[config.mk]
export PLATFORM = sky130hd
export DESIGN_NAME = raw_fwd_unit
export DESIGN_NICKNAME = d
export VERILOG_FILES = /design/src/rtl/raw_pkg.sv /design/src/rtl/raw_stage_cmp.sv /design/src/rtl/raw_operand_sel.sv /design/src/rtl/raw_fwd_unit.sv
export SDC_FILE = /design/constraint.sdc
export NUM_CORES = 1
export LEC_CHECK = 0
export BUFFER_PORTS_ARGS = -buffer_cell sky130_fd_sc_hd__buf_4
export CAP_MARGIN = 20
export CORE_AREA = 2 2 39 41
export DETAILED_ROUTE_END_ITERATION = 7
export DIE_AREA = 0 0 41 43
export PLACE_DENSITY = 0.6
export SLEW_MARGIN = 20
export SYNTH_ARGS = -nofsm -noshare
export SYNTH_HDL_FRONTEND = slang
export SYNTH_SLANG_ARGS = --single-unit
[constraint.sdc]
create_clock -name vclk -period 2.5
set_input_delay 0.375 -clock vclk [all_inputs]
set_output_delay 0.375 -clock vclk [all_outputs]
set_load 0.02 [all_outputs]
[src/rtl/raw_pkg.sv]
package raw_pkg;

  // Stage slots as seen from decode, youngest first.
  localparam int STG_EX     = 0;
  localparam int STG_MEM    = 1;
  localparam int STG_WB     = 2;
  localparam int NUM_STAGES = 3;

  // Where one operand gets its value this cycle.
  typedef enum logic [1:0] {
    SRC_RF   = 2'd0,
    SRC_EX   = 2'd1,
    SRC_WAIT = 2'd2
  } opnd_src_e;

endpackage

[src/rtl/raw_stage_cmp.sv]
module raw_stage_cmp #(
  parameter int REG_IDX_W = 5
) (
  input  logic [REG_IDX_W-1:0] src_idx,
  input  logic                 src_used,
  input  logic                 st_valid,
  input  logic                 st_wr,
  input  logic [REG_IDX_W-1:0] st_rd,
  output logic                 hit
);

  localparam logic [REG_IDX_W-1:0] ZERO_IDX = '0;

  always_comb begin
    hit = src_used && st_valid && st_wr &&
          (st_rd != ZERO_IDX) && (st_rd == src_idx);
  end

  always_comb begin

    if (!st_valid || !st_wr) idle_stage_chk: assert (!hit);

    if (!src_used) unused_src_chk: assert (!hit);
  end

endmodule

[src/rtl/raw_operand_sel.sv]
module raw_operand_sel
  import raw_pkg::*;
#(
  parameter int REG_IDX_W = 5,
  parameter bit WB_STALL  = 1'b0
) (
  input  logic [REG_IDX_W-1:0]  src_idx,
  input  logic                  src_used,
  input  logic [NUM_STAGES-1:0] st_valid,
  input  logic [NUM_STAGES-1:0] st_wr,
  input  logic [REG_IDX_W-1:0]  st_rd [NUM_STAGES],
  input  logic                  ex_load,
  output opnd_src_e             decision
);

  logic [NUM_STAGES-1:0] hit;

  for (genvar s = 0; s < NUM_STAGES; s++) begin : g_cmp
    raw_stage_cmp #(.REG_IDX_W(REG_IDX_W)) u_cmp (
      .src_idx (src_idx),
      .src_used(src_used),
      .st_valid(st_valid[s]),
      .st_wr   (st_wr[s]),
      .st_rd   (st_rd[s]),
      .hit     (hit[s])
    );
  end

  // Youngest writer wins; only execute has a bypass path.
  always_comb begin
    if (hit[STG_EX])                   decision = ex_load ? SRC_WAIT : SRC_EX;
    else if (hit[STG_MEM])             decision = SRC_WAIT;
    else if (hit[STG_WB] && WB_STALL)  decision = SRC_WAIT;
    else                               decision = SRC_RF;
  end

  localparam logic [REG_IDX_W-1:0] ZERO_IDX = '0;

  always_comb begin

    if (src_idx == ZERO_IDX) zero_src_chk: assert (decision == SRC_RF);

    if (decision == SRC_EX) ex_not_load_chk: assert (!ex_load && st_valid[STG_EX]);

    if (decision == SRC_WAIT && !st_valid[STG_EX])
      mem_wait_chk: assert (st_valid[STG_MEM] || (WB_STALL && st_valid[STG_WB]));
  end

endmodule

[src/rtl/raw_fwd_unit.sv]
module raw_fwd_unit
  import raw_pkg::*;
#(
  parameter int REG_IDX_W    = 5,
  parameter bit WB_RF_BYPASS = 1'b1
) (
  input  logic                 dec_valid,
  input  logic [REG_IDX_W-1:0] dec_rs1,
  input  logic                 dec_rs1_used,
  input  logic [REG_IDX_W-1:0] dec_rs2,
  input  logic                 dec_rs2_used,
  input  logic                 ex_valid,
  input  logic                 ex_wr,
  input  logic                 ex_load,
  input  logic [REG_IDX_W-1:0] ex_rd,
  input  logic                 mem_valid,
  input  logic                 mem_wr,
  input  logic [REG_IDX_W-1:0] mem_rd,
  input  logic                 wb_valid,
  input  logic                 wb_wr,
  input  logic [REG_IDX_W-1:0] wb_rd,
  output logic                 fwd_rs1_ex,
  output logic                 fwd_rs2_ex,
  output logic                 stall_fd,
  output logic                 bubble_ex
);

  localparam int NUM_SRC  = 2;
  localparam bit WB_STALL = !WB_RF_BYPASS;

  logic [NUM_STAGES-1:0] st_valid;
  logic [NUM_STAGES-1:0] st_wr;
  logic [REG_IDX_W-1:0]  st_rd   [NUM_STAGES];
  logic [REG_IDX_W-1:0]  src_idx [NUM_SRC];
  logic [NUM_SRC-1:0]    src_used;
  opnd_src_e             src_dec [NUM_SRC];
  logic                  wait_any;

  always_comb begin
    st_valid[STG_EX]  = ex_valid;
    st_valid[STG_MEM] = mem_valid;
    st_valid[STG_WB]  = wb_valid;
    st_wr[STG_EX]     = ex_wr;
    st_wr[STG_MEM]    = mem_wr;
    st_wr[STG_WB]     = wb_wr;
    st_rd[STG_EX]     = ex_rd;
    st_rd[STG_MEM]    = mem_rd;
    st_rd[STG_WB]     = wb_rd;
    src_idx[0]        = dec_rs1;
    src_idx[1]        = dec_rs2;
    src_used[0]       = dec_valid && dec_rs1_used;
    src_used[1]       = dec_valid && dec_rs2_used;
  end

  for (genvar g = 0; g < NUM_SRC; g++) begin : g_src
    raw_operand_sel #(
      .REG_IDX_W(REG_IDX_W),
      .WB_STALL (WB_STALL)
    ) u_sel (
      .src_idx (src_idx[g]),
      .src_used(src_used[g]),
      .st_valid(st_valid),
      .st_wr   (st_wr),
      .st_rd   (st_rd),
      .ex_load (ex_load),
      .decision(src_dec[g])
    );
  end

  always_comb begin
    wait_any = 1'b0;
    for (int i = 0; i < NUM_SRC; i++) begin
      if (src_dec[i] == SRC_WAIT) wait_any = 1'b1;
    end
  end

  assign fwd_rs1_ex = (src_dec[0] == SRC_EX);
  assign fwd_rs2_ex = (src_dec[1] == SRC_EX);
  assign stall_fd   = wait_any;
  assign bubble_ex  = wait_any;

  always_comb begin

    if (dec_valid && dec_rs1_used && ex_valid && ex_wr && ex_load &&
        ex_rd == dec_rs1 && dec_rs1 != '0)
      ex_load_stall_chk: assert (stall_fd && !fwd_rs1_ex);

    if (WB_RF_BYPASS && !ex_valid && !mem_valid)
      wb_no_stall_chk: assert (!stall_fd);

    if (!dec_valid)
      dec_idle_chk: assert (!stall_fd && !fwd_rs1_ex && !fwd_rs2_ex);

    bubble_match_chk: assert (bubble_ex == stall_fd);
  end

endmodule

==> results of run 1 <==
metrics by stage:
stage / utilization [%] / power [mW]
3_3_place_gp: 41.0 / 0.0836
3_5_place_dp: 41.0 / 0.0839
2_1_floorplan: - / 0.0334
6_report: 41.0 / 0.0833
5_1_grt: 41.0 / 0.0919
4_1_cts: 41.0 / 0.0845
placed cells by master (no fill, tap or decap), types with 2 or more instances in the layout:
master	n
xnor2_1	16
nand2_1	3
or4_1	2
nor2_1	2
nand4_1	4
xor2_1	4
or4_4	2
nor3_1	2
buf_4	32
power by group through the flow:
stage	logic [mW]	registers, mW	clock network [mW]
5_1_grt	0.0919	0	0
4_1_cts	0.0845	0	0
2_1_floorplan	0.0334	0	0
3_5_place_dp	0.0839	0	0
3_3_place_gp	0.0836	0	0
6_report	0.0833	0	0
worst paths after layout:
| path | start | slack [ns] | depth (start not counted) | end |
|---|---|---|---|---|
| worst max-delay path | ex_rd[1] | 0.27 | 7 | bubble_ex |
| worst min-delay path | ex_load | 1.02 | 3 | fwd_rs2_ex |
area by class of cell:
class / count / area, um2 / area share (%)
repair buffers: 32 / 240 / 42.3
well taps: 16 / 20.0 / 3.52
multi-input cells: 39 / 308 / 54.2
critical path, cell delays in order:
cell       delay, ns
buf_4           0.12
or4_1           0.56
o211ai_2        0.19
or4_4           0.17
a22oi_2         0.06
o2bb2ai_1       0.19
buf_4           0.18
cells by family (layout without fill, tap and decap cells):
group           after synthesis  after routing
xor+xnor                     20             20
compound gates                4              4
simple gates                 15             15
buf+inv                       1             32
layer usage:
metal  vias to the layer above  wire length, um  GRT usage [%]
li1                        209                -              -
met1                       166              382           17.1
met2                        23              422           20.6
met3                         0              124              0
met4                         0                0              0
met5                         -                0              0
==> impl_metrics.env, run 1 <==
export IMPL_status="completed"
export IMPL_synthDistinctLibCells=13
export IMPL_synthMuxAreaShare_pct=0
export IMPL_worstSetupPathType="input port to output pin"
export IMPL_maxCapViolCount=0
export IMPL_final_area_um2=568
export IMPL_slew_viol_final=0
export IMPL_tns_ns=0
export IMPL_antenna_found_initial=0
export IMPL_yosysTopAreaCellShare_pct=44.4
export IMPL_drt_total_wl_um=929
export IMPL_combPwrFrac_pct=100.0
export IMPL_p_seq_share_pct=0
export IMPL_io_buffers=32
export IMPL_drc=0
export IMPL_fillCellCount=158
export IMPL_synth_compound_area_share_pct=13.1
export IMPL_setup_slack_ns=0.271
export IMPL_p_leak_nw=0.239
export IMPL_rsz0062_at_grt="no"
export IMPL_post_place_ws_ns=0.276
export IMPL_layout_nets=108
export IMPL_grt_max_degree=4
export IMPL_critPathMaxFanout=3
export IMPL_hold_buffers=0
export IMPL_synthesis_nets=75
export IMPL_initial_core_util_pct=22.8
export IMPL_die_x_um=41
export IMPL_fmax_ghz=0.449
export IMPL_dr_pass1_iters=2
export IMPL_synth_most_common_cell="xnor2_1"
export IMPL_synth_xor_area_share_pct=55.6
export IMPL_postCtsSetupBuffers=0
export IMPL_grt_pass1_wl_mm=1.58
export IMPL_yosysTopAreaCell="xnor2_1"
export IMPL_switching_share_pct=38.1
export IMPL_timing_hold_ws_ns=1.02
export IMPL_final_seq_area_um2=0
export IMPL_dpl_cell_area_um2=568
export IMPL_syn_to_final_growth_pct=80.2
export IMPL_pin_count=39
export IMPL_synth_fa_ha_area_share_pct=0
export IMPL_irDropWorstVdd_mv=0.0601
export IMPL_yosys_top_cells_area="xnor2_1 (44%), xor2_1 (11%), nand4_1 (7.9%)"
export IMPL_setup_viol=0
export IMPL_n_clock_buffer=0
export IMPL_synth_top_family_by_area="XOR/XNOR gates"
export IMPL_synth_cells=40
export IMPL_ys_warn_count=0
export IMPL_cts_resized=0
export IMPL_hold_viol_final=0
export IMPL_post_route_period_util_pct=89.1
export IMPL_crit_required_ns=2.12
export IMPL_dp_cells=87
export IMPL_stdcell_count=87
export IMPL_first_iter_violations=2
export IMPL_ys_seq_area_share_pct=0
export IMPL_avgViaCountPerCell=4.57
export IMPL_gp_congestion=0.733
export IMPL_slew_headroom_pct=85.2
export IMPL_finalCriticalPeriod_ns=2.23
export IMPL_hold_path_class="input port to output pin"
export IMPL_dr_total_vias=398
export IMPL_die_area_um2=1760
export IMPL_power_frac_clock_pct=0
export IMPL_drive_gt1_share_pct=50.7
export IMPL_yosys_area_share_simple_pct=29.0
export IMPL_antenna_left=0
export IMPL_globalRouteOverflowTotal=0
export IMPL_synth_area_um2=315
export IMPL_seq_cells=0
export IMPL_dp_hpwl_um=882
export IMPL_num_antenna_cells=0
export IMPL_power_density_nw_per_um2=147
export IMPL_internal_power_mw=0.0515
export IMPL_grt_pass1_vias=409
export IMPL_die_h_um=43
export IMPL_worstMarginPinSlew_ns=0.220
export IMPL_arrival_ns=1.85
export IMPL_synthTopCellsByCount="xnor2_1 (16), nand4_1 (4), xor2_1 (4), nand2_1 (3)"
export IMPL_synth_area_per_cell_um2=7.88
export IMPL_wl_per_cell_um=10.7
export IMPL_coreArea_um2=1380
export IMPL_track_usage_pct=12.0
export IMPL_startpoint_type="input port"
export IMPL_power_switching_mw=0.0318
export IMPL_cp_end_kind="output pin"
export IMPL_rows=14
Power figures use the tool's default switching activity.
==> run 2: changes to the inputs <==
==> constraint.sdc (replaced) <==
create_clock -name vclk -period 2.5
set_input_delay 0.625 -clock vclk [all_inputs]
set_output_delay 0.625 -clock vclk [all_outputs]
set_load 0.02 [all_outputs]
==> run 2 against run 1 <==
Net effect: the run now ends with setup timing left; via count grew 7.8%; worst hold slack better by 0.52 ns; combinational power rose by 32%; fmax shrank 16%; first-iteration DRC count did not move; critical path depth did not move; critical endpoint unchanged; highest routed layer unchanged.
==> impl_metrics.env, run 2 (synthesized netlist as in run 1, its figures left out) <==
export IMPL_status="finished with violations"
export IMPL_violations="setup timing"
export IMPL_n_clock_buffer=0
export IMPL_layout_nets=118
export IMPL_grt_pass1_wl_mm=1.58
export IMPL_power_density_nw_per_um2=148
export IMPL_slew_headroom_pct=81.2
export IMPL_drc=0
export IMPL_first_iter_violations=2
export IMPL_wl_per_cell_um=10.8
export IMPL_setup_viol=2
export IMPL_mostFrequentLayoutCell="buf_4"
export IMPL_dpl_cell_area_um2=654
export IMPL_antenna_found_initial=0
export IMPL_timing_hold_ws_ns=1.54
export IMPL_postLayoutCoreUtil_pct=53.5
export IMPL_fillCellCount=136
export IMPL_post_place_ws_ns=-0.199
export IMPL_num_antenna_cells=0
export IMPL_final_seq_area_um2=0
export IMPL_crit_required_ns=1.88
export IMPL_dr_total_vias=429
export IMPL_maxCapViolCount=0
export IMPL_drt_total_wl_mm=1.05
export IMPL_track_usage_pct=12.5
export IMPL_drive_gt1_share_pct=65.4
export IMPL_io_buffers=32
export IMPL_grt_pass1_vias=386
export IMPL_finalCriticalPeriod_ns=2.64
export IMPL_p_leak_nw=0.333
export IMPL_startpoint_type="input port"
export IMPL_min_path_cells=3
export IMPL_grt_max_degree=4
export IMPL_hold_viol_final=0
export IMPL_multi_input_comb_area_um2=368
export IMPL_arrival_ns=2.02
export IMPL_coreArea_um2=1380
export IMPL_min_to="fwd_rs2_ex"
export IMPL_stdcell_count=97
export IMPL_hold_buffers=0
export IMPL_setup_slack_ns=-0.144
export IMPL_irDropWorstVdd_mv=0.0688
export IMPL_cp_end_kind="output pin"
export IMPL_die_h_um=43
export IMPL_rows=14
export IMPL_seq_cells=0
export IMPL_fmax_ghz=0.378
export IMPL_dr_pass1_iters=2
export IMPL_finalPower_mw=0.110
export IMPL_antenna_left=0
export IMPL_die_x_um=41
export IMPL_globalRouteOverflowTotal=0
export IMPL_dp_cells=96
export IMPL_layout_common_cells="buf_4 (33), xnor2_1 (11), buf_6 (8)"
export IMPL_hold_path_class="input port to output pin"
export IMPL_tns_ns=-0.288
export IMPL_die_area_um2=1760
export IMPL_worstMarginPinSlew_ns=0.281
export IMPL_syn_to_final_growth_pct=135
export IMPL_pin_count=39
export IMPL_initial_core_util_pct=22.8
export IMPL_slew_viol_final=0
export IMPL_rsz0062_at_grt="yes"
export IMPL_hold_path_startpoint="ex_load"
export IMPL_final_area_um2=741
export IMPL_post_route_period_util_pct=106
export IMPL_gp_congestion=0.727
export IMPL_avgViaCountPerCell=4.42
export IMPL_worstSetupPathType="input port to output pin"
export IMPL_critPathMaxFanout=3
==> run 2: cell types whose count changed in the layout (fill, tap and decap cells not counted), sizes merged <==
cell,before,now
buf,32,42
==> run 2: routing by layer <==
metal / track usage, % / up-vias / routed length [um]
li1: - / 228 / -
met1: 15.6 / 182 / 378
met2: 23.8 / 19 / 582
met3: 0 / 0 / 85
met4: 0 / 0 / 0
met5: 0 / - / 0
==> run 2: cell type report <==
| cell class | instances | share of cell area [%] |
|---|---|---|
| Tap cell | 16 | 2.70 |
| Multi-Input combinational cell | 39 | 49.7 |
| Timing Repair Buffer | 42 | 47.6 |
==> run 2: where the power goes <==
group / internal [mW] / leakage (nW) / switching (mW)
clock: 0 / 0 / 0
combinational: 0.0713 / 0.333 / 0.0385
sequential: 0 / 0 / 0
==> run 2: worst max path at each step <==
stage               start   endpoint  slack (ns)  depth (start not counted)
6_report         ex_rd[4]  bubble_ex       -0.14                          7
3_3_place_gp   dec_rs1[0]   stall_fd       -0.18                          7
4_1_cts        dec_rs2[3]  bubble_ex       -0.13                          7
5_1_grt        dec_rs2[2]   stall_fd       -0.20                          7
2_1_floorplan    ex_rd[1]   stall_fd       -0.04                          6
3_5_place_dp   dec_rs1[0]  bubble_ex       -0.20                          7
==> run 2: what timing repair did <==
item / in CTS / in global routing
endpoints found under the setup margin: 2 / 2
buffers inserted: 0 / 1
pin swaps: 11 / 1
gates resized for setup: 14 / 2
==> run 2: critical path, stage by stage <==
cell and delay [ns]:
buf_8 0.10, xnor2_2 0.14, nand4_1 0.13, or4_4 0.57, a22oi_2 0.23, o2bb2ai_4 0.08, buf_6 0.14
==> run 3: changes to the inputs <==
--- a/config.mk
+++ b/config.mk
@@ -10,7 +10,7 @@
 export CORE_AREA = 2 2 39 41
 export DETAILED_ROUTE_END_ITERATION = 7
 export DIE_AREA = 0 0 41 43
-export PLACE_DENSITY = 0.6
+export PLACE_DENSITY_LB_ADDON = 0.25
 export SLEW_MARGIN = 20
 export SYNTH_ARGS = -nofsm -noshare
 export SYNTH_HDL_FRONTEND = slang
==> run 3 against run 2 <==
Net effect: the run still ends with setup timing left; total power is 3.4% higher; worst setup slack hardly changed; worst hold slack worse by 0.0010 ns; first-iteration DRC count is 100% lower; combinational power is 4% higher; core utilization is 1.1 points higher; fmax hardly changed; non-clock buffer count stayed put; clock-buffer cell count stayed put; critical path depth stayed put; critical endpoint unchanged; largest cell class unchanged.
==> impl_metrics.env, run 3 (synthesized netlist as in run 1, its figures left out) <==
export IMPL_hold_path_startpoint="ex_load"
export IMPL_fillCellCount=131
export IMPL_post_route_period_util_pct=106
export IMPL_first_iter_violations=0
export IMPL_antenna_left=0
export IMPL_status="finished with violations"
export IMPL_power_frac_clock_pct=0
export IMPL_dr_pass1_iters=1
export IMPL_dr_total_vias=431
export IMPL_combPwrFrac_pct=100.0
export IMPL_coreArea_um2=1380
export IMPL_drive_gt1_share_pct=65.4
export IMPL_track_usage_pct=13.5
export IMPL_rows=14
export IMPL_die_x_um=41
export IMPL_layout_common_cells="buf_4 (32), xnor2_1 (11), buf_6 (9)"
export IMPL_power_switching_mw=0.0398
export IMPL_mostFrequentLayoutCell="buf_4"
export IMPL_layout_nets=118
export IMPL_cp_end_kind="output pin"
export IMPL_grt_pass1_wl_mm=1.70
export IMPL_postLayoutCoreUtil_pct=54.6
export IMPL_tns_ns=-0.288
export IMPL_irDropWorstVdd_mv=0.0710
export IMPL_startpoint_type="input port"
export IMPL_p_leak_nw=0.336
export IMPL_gp_congestion=0.747
export IMPL_postCtsSetupBuffers=0
export IMPL_worstSetupPathType="input port to output pin"
export IMPL_drt_total_wl_mm=1.07
export IMPL_seq_cells=0
export IMPL_slew_viol_final=0
export IMPL_cp_endpoint="bubble_ex"
export IMPL_dp_cells=97
export IMPL_setup_viol=2
export IMPL_pin_count=39
export IMPL_worstMarginPinSlew_ns=0.276
export IMPL_dpl_cell_area_um2=662
export IMPL_n_clock_buffer=0
export IMPL_startpoint="ex_rd[3]"
export IMPL_crit_required_ns=1.88
export IMPL_avgViaCountPerCell=4.44
export IMPL_hold_viol_final=0
export IMPL_switching_share_pct=35.1
export IMPL_slew_headroom_pct=81.5
export IMPL_p_seq_share_pct=0
export IMPL_finalCriticalPeriod_ns=2.64
export IMPL_violations="setup timing"
export IMPL_stdcell_count=97
export IMPL_die_area_um2=1760
export IMPL_die_h_um=43
export IMPL_setup_slack_ns=-0.144
export IMPL_final_area_um2=756
export IMPL_io_buffers=32
export IMPL_num_antenna_cells=0
export IMPL_antenna_found_initial=0
export IMPL_globalRouteOverflowTotal=0
export IMPL_drc=0
export IMPL_arrival_ns=2.02
export IMPL_rsz0062_at_grt="yes"
export IMPL_power_density_nw_per_um2=150
export IMPL_internal_power_mw=0.0737
export IMPL_hold_buffers=0
export IMPL_fmax_ghz=0.378
export IMPL_initial_core_util_pct=22.8
export IMPL_critPathMaxFanout=3
export IMPL_final_seq_area_um2=0
export IMPL_wl_per_cell_um=11.0
export IMPL_maxCapViolCount=0
export IMPL_syn_to_final_growth_pct=140
export IMPL_grt_max_degree=4
export IMPL_grt_pass1_vias=439
export IMPL_hold_path_class="input port to output pin"
==> run 3: cell types whose count changed in the layout (fill, tap and decap cells not counted) <==
| cell | change |
|---|---|
| buf_6 | +1 |
| buf_4 | -1 |
| xnor2_4 | +1 |
| xnor2_2 | -1 |
==> run 3: worst min-delay path by stage <==
stage	end	slack, ns	depth (start not counted)
final	fwd_rs1_ex	1.54	3
after global routing	fwd_rs2_ex	1.55	3
after CTS	fwd_rs1_ex	1.54	3
after detailed placement	fwd_rs1_ex	1.54	3
after global placement	fwd_rs2_ex	1.54	3
after floorplan	fwd_rs1_ex	1.33	1
==> run 3: area by class of cell <==
| cell class | count | area, um2 | area share, % |
|---|---|---|---|
| Multi-Input combinational cell | 39 | 379 | 50.2 |
| Timing Repair Buffer | 42 | 357 | 47.2 |
| Tap cell | 16 | 20.0 | 2.65 |
==> run 3: timing repair <==
item | in CTS | in global routing
pin swaps | 11 | 1
endpoints found under the setup margin | 2 | 2
hold endpoints to repair | 0 | 0
gates resized for setup | 15 | 3
==> run 3: metrics by stage <==
stage / setup slack (ns) / hold WS, ns / power, mW
after floorplan: -0.0382 / 1.33 / 0.0344
after global routing: -0.203 / 1.55 / 0.122
final: -0.144 / 1.54 / 0.114
after global placement: -0.170 / 1.54 / 0.0966
after CTS: -0.116 / 1.54 / 0.110
after detailed placement: -0.170 / 1.54 / 0.0969
==> run 3: power by group through the flow <==
stage	combinational, mW	sequential (mW)	clock [mW]
2_1_floorplan	0.0344	0	0
3_3_place_gp	0.0966	0	0
3_5_place_dp	0.0969	0	0
4_1_cts	0.110	0	0
5_1_grt	0.122	0	0
6_report	0.114	0	0
==> run 3: routing by layer <==
metal	track usage (%)	part of all wire, %
met1	14.1	34
met2	27.5	55
met3	1.57	11
met4	0	0
met5	0	0
==> run 3: worst max-delay path, cell delays in order <==
cell       delay, ns
buf_8           0.11
xnor2_4         0.15
nand4_1         0.12
or4_4           0.56
a22oi_2         0.23
o2bb2ai_4       0.08
buf_6           0.14
